--- src/rtl/ebc_pkg.sv ---
package ebc_pkg;
  localparam int CNT_W = 4;

  typedef enum logic [1:0] {S_IDLE, S_ADDR, S_STRB} seq_st_t;

  typedef struct packed {
    logic       rdy_en;
    logic       page_en;
    logic [1:0] width;
  } mode_t;

  typedef struct packed {
    logic [CNT_W-1:0] wacc;
    logic [CNT_W-1:0] racc;
    logic [CNT_W-1:0] ra;
    logic [CNT_W-1:0] fra;
  } tim_t;
endpackage

--- src/rtl/ebc_regs.sv ---
module ebc_regs
  import ebc_pkg::*;
#(
  parameter int NCS    = 3,
  parameter int CFG_AW = 5
) (
  input  logic                  clk,
  input  logic                  rst,
  input  logic                  cfg_we,
  input  logic [CFG_AW-1:0]     cfg_addr,
  input  logic [31:0]           cfg_wdata,
  output logic [31:0]           cfg_rdata,
  output mode_t [NCS-1:0]       mode_o,
  output tim_t  [NCS-1:0]       tim_o
);
  localparam int IDXW = CFG_AW - 3;

  logic [IDXW-1:0] idx;
  logic            is_tim;
  logic            aligned;
  logic [31:0]     rd_mux;

  assign idx     = cfg_addr[CFG_AW-1:3];
  assign is_tim  = cfg_addr[2];
  assign aligned = (cfg_addr[1:0] == 2'b00);

  for (genvar g = 0; g < NCS; g++) begin : g_cs
    always_ff @(posedge clk) begin
      if (rst) begin
        mode_o[g] <= '0;
        tim_o[g]  <= '0;
      end else if (cfg_we && aligned && idx == IDXW'(g)) begin
        if (!is_tim) begin
          mode_o[g].rdy_en  <= cfg_wdata[6];
          mode_o[g].page_en <= cfg_wdata[5];
          mode_o[g].width   <= cfg_wdata[1:0];
        end else begin
          tim_o[g] <= cfg_wdata[$bits(tim_t)-1:0];
        end
      end
    end
  end

  always_comb begin
    rd_mux = '0;
    for (int i = 0; i < NCS; i++) begin
      if (idx == IDXW'(i)) begin
        if (is_tim) rd_mux = 32'(tim_o[i]);
        else rd_mux = {25'd0, mode_o[i].rdy_en, mode_o[i].page_en, 3'd0, mode_o[i].width};
      end
    end
  end

  always_ff @(posedge clk) begin
    if (rst) cfg_rdata <= '0;
    else     cfg_rdata <= rd_mux;
  end

  // unstored bits never appear on the read port
  p_rsvd_zero_r2: assert property (@(posedge clk) disable iff (rst)
    cfg_rdata[31:16] == 16'd0);

  // a misaligned write leaves every word untouched
  p_misaligned_ignored_r3: assert property (@(posedge clk) disable iff (rst)
    (cfg_we && !aligned) |=> ($stable(mode_o) && $stable(tim_o)));
endmodule

--- src/rtl/ebc_sync.sv ---
module ebc_sync #(
  parameter int   STAGES = 2,
  parameter logic INIT   = 1'b1
) (
  input  logic clk,
  input  logic rst,
  input  logic d,
  output logic q
);
  logic [STAGES-1:0] sh;

  always_ff @(posedge clk) begin
    if (rst) sh <= {STAGES{INIT}};
    else     sh <= {sh[STAGES-2:0], d};
  end

  assign q = sh[STAGES-1];
endmodule

--- src/rtl/ebc_seq.sv ---
module ebc_seq
  import ebc_pkg::*;
#(
  parameter int NCS = 3,
  parameter int CSW = 2,
  parameter int AW  = 24,
  parameter int DW  = 32
) (
  input  logic              clk,
  input  logic              rst,
  input  logic              req_valid,
  output logic              req_ready,
  input  logic [CSW-1:0]    req_cs,
  input  logic [AW-1:0]     req_addr,
  input  logic              req_we,
  input  logic [DW-1:0]     req_wdata,
  input  mode_t [NCS-1:0]   mode_i,
  input  tim_t  [NCS-1:0]   tim_i,
  input  logic              rdy_s,
  input  logic [DW-1:0]     mem_din,
  output logic              rd_valid,
  output logic [DW-1:0]     rd_data,
  output logic [NCS-1:0]    mem_cs_n,
  output logic              mem_rd_n,
  output logic              mem_wr_n,
  output logic [AW-1:0]     mem_addr,
  output logic [DW-1:0]     mem_dout
);
  seq_st_t          st_q;
  logic [CNT_W-1:0] cnt_q;
  logic [CSW-1:0]   cs_q;
  logic [AW-1:0]    addr_q;
  logic [DW-1:0]    wdata_q;
  logic             we_q, page_q, rdy_en_q;
  logic [CNT_W-1:0] racc_q, wacc_q;
  mode_t            sel_mode;
  tim_t             sel_tim;
  logic             stall;
  logic             last_word;

  always_comb begin
    sel_mode = '0;
    sel_tim  = '0;
    for (int i = 0; i < NCS; i++) begin
      if (req_cs == CSW'(i)) begin
        sel_mode = mode_i[i];
        sel_tim  = tim_i[i];
      end
    end
  end

  // Wait window: the final two address cycles before the strobe
  assign stall     = rdy_en_q && !rdy_s && (cnt_q <= CNT_W'(1));
  assign last_word = !page_q || (addr_q[3:2] == 2'b11);

  always_ff @(posedge clk) begin
    if (rst) begin
      st_q     <= S_IDLE;
      cnt_q    <= '0;
      cs_q     <= '0;
      addr_q   <= '0;
      wdata_q  <= '0;
      we_q     <= 1'b0;
      page_q   <= 1'b0;
      rdy_en_q <= 1'b0;
      racc_q   <= '0;
      wacc_q   <= '0;
      rd_valid <= 1'b0;
      rd_data  <= '0;
    end else begin
      rd_valid <= 1'b0;
      unique case (st_q)
        S_IDLE: if (req_valid) begin
          cs_q     <= req_cs;
          addr_q   <= req_addr;
          wdata_q  <= req_wdata;
          we_q     <= req_we;
          page_q   <= !req_we && sel_mode.page_en && (sel_tim.ra == '0);
          rdy_en_q <= sel_mode.rdy_en;
          racc_q   <= sel_tim.racc;
          wacc_q   <= sel_tim.wacc;
          cnt_q    <= (!req_we && sel_mode.page_en && sel_tim.ra == '0) ? sel_tim.fra : sel_tim.ra;
          st_q     <= S_ADDR;
        end
        S_ADDR: if (!stall) begin
          if (cnt_q == '0) begin
            cnt_q <= we_q ? wacc_q : racc_q;
            st_q  <= S_STRB;
          end else begin
            cnt_q <= cnt_q - 1'b1;
          end
        end
        S_STRB: begin
          if (cnt_q == '0) begin
            if (!we_q) begin
              rd_valid <= 1'b1;
              rd_data  <= mem_din;
            end
            if (last_word) begin
              st_q <= S_IDLE;
            end else begin
              addr_q <= addr_q + AW'(4);
              cnt_q  <= racc_q;
            end
          end else begin
            cnt_q <= cnt_q - 1'b1;
          end
        end
        default: st_q <= S_IDLE;
      endcase
    end
  end

  assign req_ready = (st_q == S_IDLE);
  assign mem_rd_n  = !(st_q == S_STRB && !we_q);
  assign mem_wr_n  = !(st_q == S_STRB && we_q);
  assign mem_addr  = addr_q;
  assign mem_dout  = wdata_q;

  for (genvar g = 0; g < NCS; g++) begin : g_csn
    assign mem_cs_n[g] = !(st_q != S_IDLE && cs_q == CSW'(g));
  end

  // bus exclusivity
  p_cs_onehot_r10: assert property (@(posedge clk) disable iff (rst)
    $onehot0(~mem_cs_n));
  p_strb_excl_r10: assert property (@(posedge clk) disable iff (rst)
    !(!mem_rd_n && !mem_wr_n));
  p_strb_needs_cs_r10: assert property (@(posedge clk) disable iff (rst)
    (!mem_rd_n || !mem_wr_n) |-> (mem_cs_n != '1));

  // a page burst never advances across a 16-byte boundary
  p_page_boundary_r6: assert property (@(posedge clk) disable iff (rst)
    (!mem_rd_n && $past(!mem_rd_n) && mem_addr != $past(mem_addr)) |-> (mem_addr[3:2] != 2'b00));

  // with ready mode off the last address count always leads to the strobe
  p_ready_off_r8: assert property (@(posedge clk) disable iff (rst)
    (st_q == S_ADDR && !rdy_en_q && cnt_q == '0) |=> (st_q == S_STRB));

  // a low synchronized ready in the window keeps strobes high
  p_ready_hold_r9: assert property (@(posedge clk) disable iff (rst)
    (st_q == S_ADDR && rdy_en_q && !rdy_s && cnt_q <= CNT_W'(1)) |=> (mem_rd_n && mem_wr_n));

  // a returned word always follows a read strobe cycle
  p_rvalid_src_r4: assert property (@(posedge clk) disable iff (rst)
    rd_valid |-> $past(!mem_rd_n));
endmodule

--- src/rtl/ebc_ctrl.sv ---
module ebc_ctrl
  import ebc_pkg::*;
#(
  parameter int NCS    = 3,
  parameter int CSW    = (NCS > 1) ? $clog2(NCS) : 1,
  parameter int CFG_AW = 5,
  parameter int AW     = 24,
  parameter int DW     = 32,
  parameter int SYNC_N = 2
) (
  input  logic              clk,
  input  logic              rst,
  input  logic              cfg_we,
  input  logic [CFG_AW-1:0] cfg_addr,
  input  logic [31:0]       cfg_wdata,
  output logic [31:0]       cfg_rdata,
  input  logic              req_valid,
  output logic              req_ready,
  input  logic [CSW-1:0]    req_cs,
  input  logic [AW-1:0]     req_addr,
  input  logic              req_we,
  input  logic [DW-1:0]     req_wdata,
  output logic              rd_valid,
  output logic [DW-1:0]     rd_data,
  output logic [NCS-1:0]    mem_cs_n,
  output logic              mem_rd_n,
  output logic              mem_wr_n,
  output logic [AW-1:0]     mem_addr,
  output logic [DW-1:0]     mem_dout,
  input  logic [DW-1:0]     mem_din,
  input  logic              mem_rdy
);
  mode_t [NCS-1:0] mode_w;
  tim_t  [NCS-1:0] tim_w;
  logic            rdy_s;

  ebc_regs #(.NCS(NCS), .CFG_AW(CFG_AW)) u_regs (
    .clk(clk), .rst(rst), .cfg_we(cfg_we), .cfg_addr(cfg_addr),
    .cfg_wdata(cfg_wdata), .cfg_rdata(cfg_rdata),
    .mode_o(mode_w), .tim_o(tim_w)
  );

  ebc_sync #(.STAGES(SYNC_N), .INIT(1'b1)) u_sync (
    .clk(clk), .rst(rst), .d(mem_rdy), .q(rdy_s)
  );

  ebc_seq #(.NCS(NCS), .CSW(CSW), .AW(AW), .DW(DW)) u_seq (
    .clk(clk), .rst(rst),
    .req_valid(req_valid), .req_ready(req_ready), .req_cs(req_cs),
    .req_addr(req_addr), .req_we(req_we), .req_wdata(req_wdata),
    .mode_i(mode_w), .tim_i(tim_w), .rdy_s(rdy_s), .mem_din(mem_din),
    .rd_valid(rd_valid), .rd_data(rd_data),
    .mem_cs_n(mem_cs_n), .mem_rd_n(mem_rd_n), .mem_wr_n(mem_wr_n),
    .mem_addr(mem_addr), .mem_dout(mem_dout)
  );
endmodule

--- config.mk ---
export PLATFORM = sky130hd
export DESIGN_NAME = ebc_ctrl
export DESIGN_NICKNAME = d
export VERILOG_FILES = /design/src/rtl/ebc_pkg.sv /design/src/rtl/ebc_regs.sv /design/src/rtl/ebc_sync.sv /design/src/rtl/ebc_seq.sv /design/src/rtl/ebc_ctrl.sv
export SDC_FILE = /design/constraint.sdc
export NUM_CORES = 1
export LEC_CHECK = 0
export BUFFER_PORTS_ARGS = -buffer_cell sky130_fd_sc_hd__buf_2
export CAP_MARGIN = 0
export CORE_UTILIZATION = 55
export CTS_BUF_LIST = sky130_fd_sc_hd__clkbuf_4 sky130_fd_sc_hd__clkbuf_8
export CTS_CLUSTER_DIAMETER = 40
export DETAILED_ROUTE_END_ITERATION = 10
export PLACE_DENSITY_LB_ADDON = 0.1
export SYNTH_ARGS = -nofsm -noshare
export SYNTH_HDL_FRONTEND = slang
export SYNTH_SLANG_ARGS = --single-unit
export TNS_END_PERCENT = 30
--- constraint.sdc ---
create_clock -name clk -period 5.9 [get_ports clk]
set_input_delay 1.18 -clock clk [delete_from_list [all_inputs] [get_ports clk]]
set_output_delay 1.18 -clock clk [all_outputs]
set_load 0.05 [all_outputs]
Word-level counts from Yosys, hierarchy flattened

Cells that the tools add are included.

Output and inout bits: 127
Input port bits: 133
Word-level logic and storage cells: 134
Register bits: 202

Bitwise logic cells: 4
Eq/ne operators: 16
Multiplexer cells: 31
Add/sub/neg operators: 2
Reduce and logical (&&, ||, !) cells: 45
Order comparisons: 1

Operators with widths:

| kind                                                                     | number |
|---|---|
| 16-bit two-way mux                                                       | 6 |
| 32-bit two-way mux                                                       | 3 |
| 24-bit two-way mux                                                       | 3 |
| 24-bit case mux with 2 select lines                                      | 1 |
| 4-bit two-way mux                                                        | 10 |
| 24-bit by 3-bit adder with 24-bit output (second input constant)         | 1 |
| 2-bit AND reduction                                                      | 7 |
| 1-bit logical AND                                                        | 13 |
| 4-bit case mux with 3 select lines                                       | 1 |
| 2-bit equality test (second input constant)                              | 5 |
| 2-bit logical NOT                                                        | 5 |
| 2-bit two-way mux                                                        | 5 |
| 1-bit logical NOT                                                        | 9 |
| 2-bit by 1-bit equality test with 1-bit output (second input constant)   | 4 |
| 4-bit logical NOT                                                        | 2 |
| 4-bit AND reduction                                                      | 2 |
| 2-bit by 1-bit inequality test with 1-bit output (second input constant) | 3 |
| 2-bit inequality test (second input constant)                            | 3 |
| 2-bit case mux with 3 select lines                                       | 1 |
| 5-bit AND reduction                                                      | 1 |
| 4-bit by 1-bit <= comparator with 1-bit output (second input constant)   | 1 |
| 1-bit NOT                                                                | 4 |
| 2-bit nonzero test                                                       | 2 |
| 4-bit by 1-bit subtractor with 4-bit output (second input constant)      | 1 |
| 6 further kinds                                                          | 6 |

Logic depth before layout (Yosys ltp)

Gate-level depths: netlist (run 1).

Depth in word-level cells: 9
Mapped depth: 9
Gate-level depth less buffers: 7

Cells and area by module

Synthesis (run 1) repeated with hierarchy kept, for this count alone.

Cells, all modules: 989
Area total of the unflattened synthesis: 8,715.9 µm²

Modules (own cells, without submodules):

| module   | instances | sequential area each (µm²) | area an instance (µm²) | cells an instance |
|---|---|---|---|---|
| ebc_seq  | 1         | 2,162.1                    | 5,198.7                | 658 |
| ebc_regs | 1         | 1,521.5                    | 3,464.6                | 327 |
| ebc_sync | 1         | 40.0                       | 52.6                   | 4 |

Least setup slack after synthesis (run 1)

Ideal clock, no wire load.

Path type: reg-to-output
Start: register u_seq.st_q[0]
End: output mem_rd_n
Data arrival time: 1,671 ps
Setup slack: 3,049 ps
Buffers on the path: 3
Stages on the path, launching flop included: 7
Data required time: 4,720 ps
Path through: dfxtp_1 > inv_1 > ha_1 > clkbuf_1 > clkbuf_1 > clkbuf_1 > nand2b_1

Word-level cells in the longest chain between the ends: 3

RTL lines:

| element                | RTL line       | source |
|---|---|---|
| from (decl)            | ebc_seq.sv:29  | `seq_st_t st_q;` |
| from (signal assigned) | ebc_seq.sv:58  | `st_q <= S_IDLE;` |
| from (signal assigned) | ebc_seq.sv:83  | `st_q <= S_ADDR;` |
| from (signal assigned) | ebc_seq.sv:88  | `st_q <= S_STRB;` |
| 2-bit equality test    | ebc_seq.sv:115 | `assign mem_rd_n = !(st_q == S_STRB && !we_q);` |
| 1-bit logical AND      | ebc_seq.sv:115 |  |
| 1-bit logical NOT      | ebc_seq.sv:115 |  |
| to (decl)              | ebc_ctrl.sv:26 | `output logic mem_rd_n,` |

No other way between the ends.

Worst setup path after layout (run 1)

Start: input cfg_addr[3]
End: register u_regs.tim_o[3] (netlist name)

Word-level cells in the longest chain between the ends: 3

RTL lines:

| element                              | RTL line       | source |
|---|---|---|
| from (decl)                          | ebc_ctrl.sv:14 | `input logic [CFG_AW-1:0] cfg_addr,` |
| 2-bit logical NOT                    | ebc_regs.sv:32 | `end else if (cfg_we && aligned && idx == IDXW'(g)) begin` |
| 1-bit logical AND                    | ebc_regs.sv:32 |  |
| 2-bit AND reduction (no source line) | n/a            |  |
| to (signal, indexed assignment)      | ebc_regs.sv:38 | `tim_o[g] <= cfg_wdata[$bits(tim_t)-1:0];` |
| to (decl)                            | ebc_regs.sv:14 | `output tim_t [NCS-1:0] tim_o` |

No other way between the ends.
A chain may end at the register's enable or synchronous reset.

==> qor.csv, run 1 <==
stage,metric,value,unit
global_route,largest net degree at the start of global routing,60,
sta,RSZ-0062 raised after global routing,false,
logic_synthesis,predominant post-synthesis flop cell,dfxtp_1,
sta,clk_skew,0.01563,ns
logic_synthesis,Synth area leader,dfxtp_1,
logic_synthesis,sequential area share after synthesis,0.4577,
placement,placed insts,1329,
global_route,antenna violations before repair,0,
floorplan,die area,0.01528,sq mm
logic_synthesis,cell count after synthesis,980,
floorplan,Die W,123.6,um
route,post-detailed-route via-to-cell ratio,5.467,
sta,Final Slew Violations,0,
setup_path,Worst R2R Setup Slack,3.07,ns
logic_synthesis,post-synth top area share,0.4577,
power,Pwr Total,3862,uW
setup_path,Critical Path End,u_regs.tim_o[3],
clock_tree,Max Buffers Root-to-Sink,2,
power,Max rail drop VDD,0.2950,mV
status,status,"complete, no violations",
route,1st-iter DRT viols,425,
clock_tree,H-tree depth,4,
route,routed vias,7441,
logic_synthesis,Post-Syn Area,0.008135,sq mm
clock_tree,CTS tree,done,
power,Int Pwr,2161,uW
setup_path,Worst Path Max Fanout,20,
route,DR pass1 iterations,4,
layout,ant diodes,0,
layout,layout net count,1303,
route,WL final,21110,um
clock_tree,"CTS clk-pin slew, worst paths",0.09,ns
sta,Worst Tran Pin Value,1.148,ns
power,Sw Pwr,1702,uW
setup_path,worst r2r src,u_seq.st_q[0],
sta,period utilization,0.5389,
setup_path,Reg2Reg Depth,7,
worst_hold_path,worst hold-check path type,reg2reg,
clock_tree,Root Driver,clkbuf_8,
layout,fin cells,1361,
worst_hold_path,hold-critical path depth,1,
sta,Final Hold Viols,0,
setup_path,CP required,6.23,ns
floorplan,die height,123.6,um
clock_tree,Clock Sinks,186,
logic_synthesis,Syn Area/Cell,8.301,sq um
floorplan,# IOs,260,
global_route,total global-route track usage,0.2747,
route,DRC,0,
clock_tree,total CTS buffers,17,
logic_synthesis,Ys Warns,0,
global_route,first-pass GRT wire length,32490,um
floorplan,Rows,44,
clock_tree,Worst-Skew Late Latency,0.46,ns
layout,layout cell share with drive strength beyond 1,0.2523,
route,drt wl/cell,15.51,um
setup_path,crit path from,cfg_addr[3],
floorplan,Starting Density,0.5619,
sta,relative max-transition margin,0.2346,
global_route,grt total ovfl,0,
layout,layout overhead on the synthesized area,17.81,%
clock_tree,cts hold-fix bufs,0,
power,part of the power in registers,0.405,
sta,Period minus WS final,3.180,ns
power,switching share of power,0.4405,
setup_path,Setup crit end kind,flip-flop,
placement,Port Buffer Count,227,
setup_path,Startpoint Class,input port,
logic_synthesis,"FF+latch count, synth",186,
sta,# setup viols final,0,
setup_path,FF-to-FF End,u_seq.rd_data[25],
sta,fmax,0.3145,GHz
route,Routed Antenna Nets,0,
floorplan,Core ar.,0.01448,sq mm
placement,hpwl dp,14030,um
power,Comb pwr share,0.390,
power,Pwr Density,403.0,mW/mm^2
setup_path,CP arrival,3.51,ns
flow_run,Max-cap violations,0,
logic_synthesis,Post-synth EDFFs,0,
power,Leak,0.004353,uW
sta,setup TNS,0,ns
power,Clock power frac,0.205,
placement,GP Congestion,0.8491,
setup_path,CP Class,in2reg,
clock_tree,post-CTS sizing,0,
logic_synthesis,asr flop ratio synth,0,
global_route,number of global-route vias before repair,6566,
logic_synthesis,synth unique cells,61,
logic_synthesis,top area cells in the synthesized netlist,"dfxtp_1, nand2_1, mux2i_1, a21oi_1, nor2_1",
clock_tree,setup bufs post-CTS,0,
[worst min path at each step]
stage,from,to,slack [ns]
2_1_floorplan,u_sync.sh[0],u_sync.sh[1],0.39
3_3_place_gp,u_sync.sh[0],u_sync.sh[1],0.39
3_5_place_dp,u_sync.sh[0],u_sync.sh[1],0.40
4_1_cts,u_sync.sh[0],u_sync.sh[1],0.42
5_1_grt,u_sync.sh[0],u_sync.sh[1],0.44
6_report,u_sync.sh[0],u_sync.sh[1],0.42
[area by class of cell]
class | count | area, sq um
fill | 1360 | 4895
multi-input combinational | 709 | 4014
sequential | 186 | 3724
timing repair buffer | 235 | 1199
clock buffer | 20 | 269.0
tap | 184 | 230.2
clock inverter | 12 | 92.59
inverter | 15 | 56.30
[placed cells by master (no fill, tap or decap), types with 16 or more instances in the layout]
cell type	instances
clkbuf_8	19
dfxtp_1	186
a21oi_1	119
buf_2	226
nor3_1	16
nor2_1	103
mux2i_1	69
conb_1	16
nand2_1	212
o21ai_0	19
[metal layers]
layer	GRT usage	wire [um]
met5	0	0
met4	0.09111	353
met3	0.07601	1369
met2	0.4500	10160
met1	0.3480	9226
[synth_stat cells (4+ instances only)]
| cell type | instances |
|---|---|
| nand4_1 | 6 |
| nor2b_1 | 4 |
| nor3_1 | 16 |
| o22ai_1 | 4 |
| o32ai_1 | 4 |
| nor2_1 | 104 |
| nand3_1 | 13 |
| o21a_1 | 4 |
| ha_1 | 6 |
| o2bb2ai_1 | 4 |
| mux2_2 | 14 |
| and2_1 | 4 |
| mux2i_1 | 69 |
| a221o_1 | 4 |
| nand2_1 | 212 |
| a21oi_1 | 119 |
| buf_1 | 4 |
| a22oi_1 | 4 |
| clkbuf_1 | 57 |
| dfxtp_1 | 186 |
| o21ai_0 | 19 |
| buf_4 | 16 |
| and4_1 | 4 |
| inv_1 | 15 |
| a211oi_1 | 5 |
| a221oi_1 | 12 |
| a31oi_1 | 7 |
| and3_1 | 8 |
| buf_2 | 6 |
[metrics by stage]
step / util / setup WS (ns) / hold WS (ns) / cell area [sq um]
final: 0.6619 / 2.720 / 0.4181 / 9584
after global routing: 0.6619 / 2.489 / 0.4371 / 9584
after CTS: 0.6619 / 2.765 / 0.4228 / 9584
after detailed placement: 0.6370 / 2.265 / 0.3985 / 9223
after global placement: 0.6370 / 2.302 / 0.3932 / 9223
after floorplan: - / 3.049 / 0.3895 / 8192
[power groups by stage]
stage | clock network, uW | logic (uW) | registers (uW)
finish | 792 | 1510 | 1560
detailed placement | 0 | 1510 | 1590
floorplan | 0 | 779 | 1970
global placement | 0 | 1500 | 1580
global route | 856 | 1640 | 1590
CTS | 808 | 1510 | 1560
[worst max-delay path, cell delays in order]
cell     delay (ns)
buf_2          0.31
nor4b_2        0.74
nand2_1        0.82
mux2i_1        0.39
nor2_1         0.06
[sequential cells by signal, summed over array words and instances, names as in the netlist, 2 cells and up]
signal	flops
u_sync.sh	2
u_seq.cs_q	2
u_regs.tim_o	48
u_regs.cfg_rdata	16
u_seq.racc_q	4
u_seq.wacc_q	4
u_seq.st_q	2
u_seq.mem_addr	24
u_seq.rd_data	32
u_seq.mem_dout	32
u_seq.cnt_q	4
u_regs.mode_o	12
[cell families after synthesis]
family | share of synthesized area
muxes | 0.1126
buffers and inverters | 0.05629
other | 0.0004610
and+or+nand+nor | 0.2046
AOI/OAI and AO/OA | 0.1581
adders and majority gates | 0.009228
DFF | 0.4577
xor gates and xnor gates | 0.001077
(Power assumes the default switching activity.)
==> inputs of run 2 (changes only) <==
- CORE_UTILIZATION: 55 -> 48
- clock period: 5.9 -> 2.9 ns (I/O delays scaled with it)
==> qor.csv, run 2 (same netlist as run 1, synthesis figures left out) <==
stage,metric,value,unit
clock_tree,H-tree depth,4,
sta,clk_skew,0.01075,ns
route,1st-iter DRT viols,538,
route,DRC,0,
placement,Post-DP Area,0.009410,sq mm
global_route,total global-route track usage,0.2531,
global_route,antenna violations before repair,1,
floorplan,die height,132.2,um
worst_hold_path,worst hold-check path type,in2reg,
floorplan,Starting Density,0.4906,
sta,Period minus WS final,2.385,ns
setup_path,crit path cell chain,inv_1 > ha_1 > or3_1 > buf_2,
power,Max rail drop VDD,0.3937,mV
sta,RSZ-0062 raised after global routing,false,
layout,fin cells,1411,
floorplan,Rows,47,
clock_tree,Worst-Skew Late Latency,0.46,ns
placement,hpwl dp,15030,um
status,status,"complete, no violations",
placement,placed insts,1379,
layout,layout net count,1317,
sta,# setup viols final,0,
route,DR pass1 iterations,5,
setup_path,CP required,2.32,ns
clock_tree,post-CTS sizing,0,
global_route,first-pass GRT wire length,35670,um
layout,Final Util,0.5908,
placement,Port Buffer Count,227,
global_route,number of global-route vias before repair,7065,
layout,most frequent cells in the layout,"buf_2, nand2_1, dfxtp_1, a21oi_1, nor2_1",
layout,layout overhead on the synthesized area,20.42,%
sta,Worst Tran Pin Value,0.8310,ns
clock_tree,setup bufs post-CTS,0,
layout,"most common cell after layout, fill and taps aside",buf_2,
setup_path,CP Class,reg2out,
layout,cell area after layout,0.009797,sq mm
route,Routed Antenna Nets,0,
layout,max reg flops,48,
placement,GP Congestion,0.7955,
setup_path,Setup crit end kind,primary output,
clock_tree,"CTS clk-pin slew, worst paths",0.09,ns
route,post-detailed-route via-to-cell ratio,5.296,
clock_tree,total CTS buffers,17,
layout,filler instances,1605,
power,Leak,0.004437,uW
sta,setup TNS,0,ns
sta,fmax,0.4193,GHz
setup_path,Startpoint Class,flip-flop,
sta,Final Slew Violations,0,
clock_tree,Clock Sinks,186,
power,Pwr Density,820.5,mW/mm^2
flow_run,Max-cap violations,0,
global_route,grt total ovfl,0,
sta,relative max-transition margin,0.4460,
route,drt wl/cell,15.56,um
setup_path,Buf/Inv on CP,2,
layout,layout cell share with drive strength beyond 1,0.2605,
placement,pre-CTS setup slack,0.5439,ns
floorplan,# IOs,260,
layout,Top reg by flops,u_regs.tim_o,
clock_tree,Root Driver,clkbuf_8,
global_route,largest net degree at the start of global routing,168,
floorplan,die area,0.01747,sq mm
setup_path,"delay-heaviest family, CP",simple AND/OR/NAND/NOR gates,
floorplan,Die W,132.2,um
sta,PnR worst setup slack,0.5151,ns
clock_tree,CTS tree,done,
sta,Final Hold Viols,0,
setup_path,Critical Path Max Stage Delay,0.39,ns
clock_tree,cts hold-fix bufs,0,
sta,period utilization,0.8224,
route,WL final,21960,um
floorplan,Core ar.,0.01658,sq mm
clock_tree,Max Buffers Root-to-Sink,2,
route,routed vias,7473,
setup_path,Worst Path Max Fanout,10,
setup_path,CP arrival,1.80,ns
setup_path,Slowest cell on crit path,or3_1,
==> run 2: per-stage QoR <==
step	hold slack, ns	power [uW]
4_1_cts	0.2852	8097
2_1_floorplan	0.3895	5599
3_3_place_gp	0.4015	6362
5_1_grt	0.2901	8494
6_report	0.3174	8038
3_5_place_dp	0.3994	6388
==> run 2: where the power goes <==
part | switching [uW] | leakage, uW | total, uW | internal (uW)
Sequential | 289 | 0.00151 | 3180 | 2890
Combinational | 2230 | 0.00274 | 3140 | 913
Clock | 916 | 0.000184 | 1720 | 800
==> run 2: final timing paths <==
kind / start / end / slack, ns / cells past startpoint
max: u_seq.st_q[0] / mem_cs_n[0] / 0.52 / 4
min: mem_rdy / u_sync.sh[0] / 0.32 / 2
max reg2reg: u_seq.st_q[0] / u_seq.mem_addr[6] / 0.57 / 7
min reg2reg: u_sync.sh[0] / u_sync.sh[1] / 0.42 / 1
==> run 2: metal layers <==
layer,GRT usage,up-vias,share of wire
li1,-,3738,-
met1,0.3171,3459,0.44
met2,0.4259,249,0.48
met3,0.06728,27,0.064
met4,0.07599,0,0.014
met5,0,-,0
==> run 2: worst register-to-register path: stages, from the launching register on <==
cell and delay [ns]:
dfxtp_1 0.36, inv_1 0.07, ha_1 0.32, o21ai_0 0.56
nor2_1 0.08, buf_4 0.24, and2_1 0.29, o221a_2 0.31
==> run 2: area by class of cell <==
class                      instances  area [sq um]  share of cell area
clock buffer                      20         262.8             0.02682
timing repair buffer             249          1341              0.1369
clock inverter                    11         121.4             0.01239
antenna                            1         2.502           0.0002554
sequential                       186          3724              0.3801
inverter                          15         56.30            0.005747
tap                              220         275.3             0.02810
multi-input combinational        709          4014              0.4097
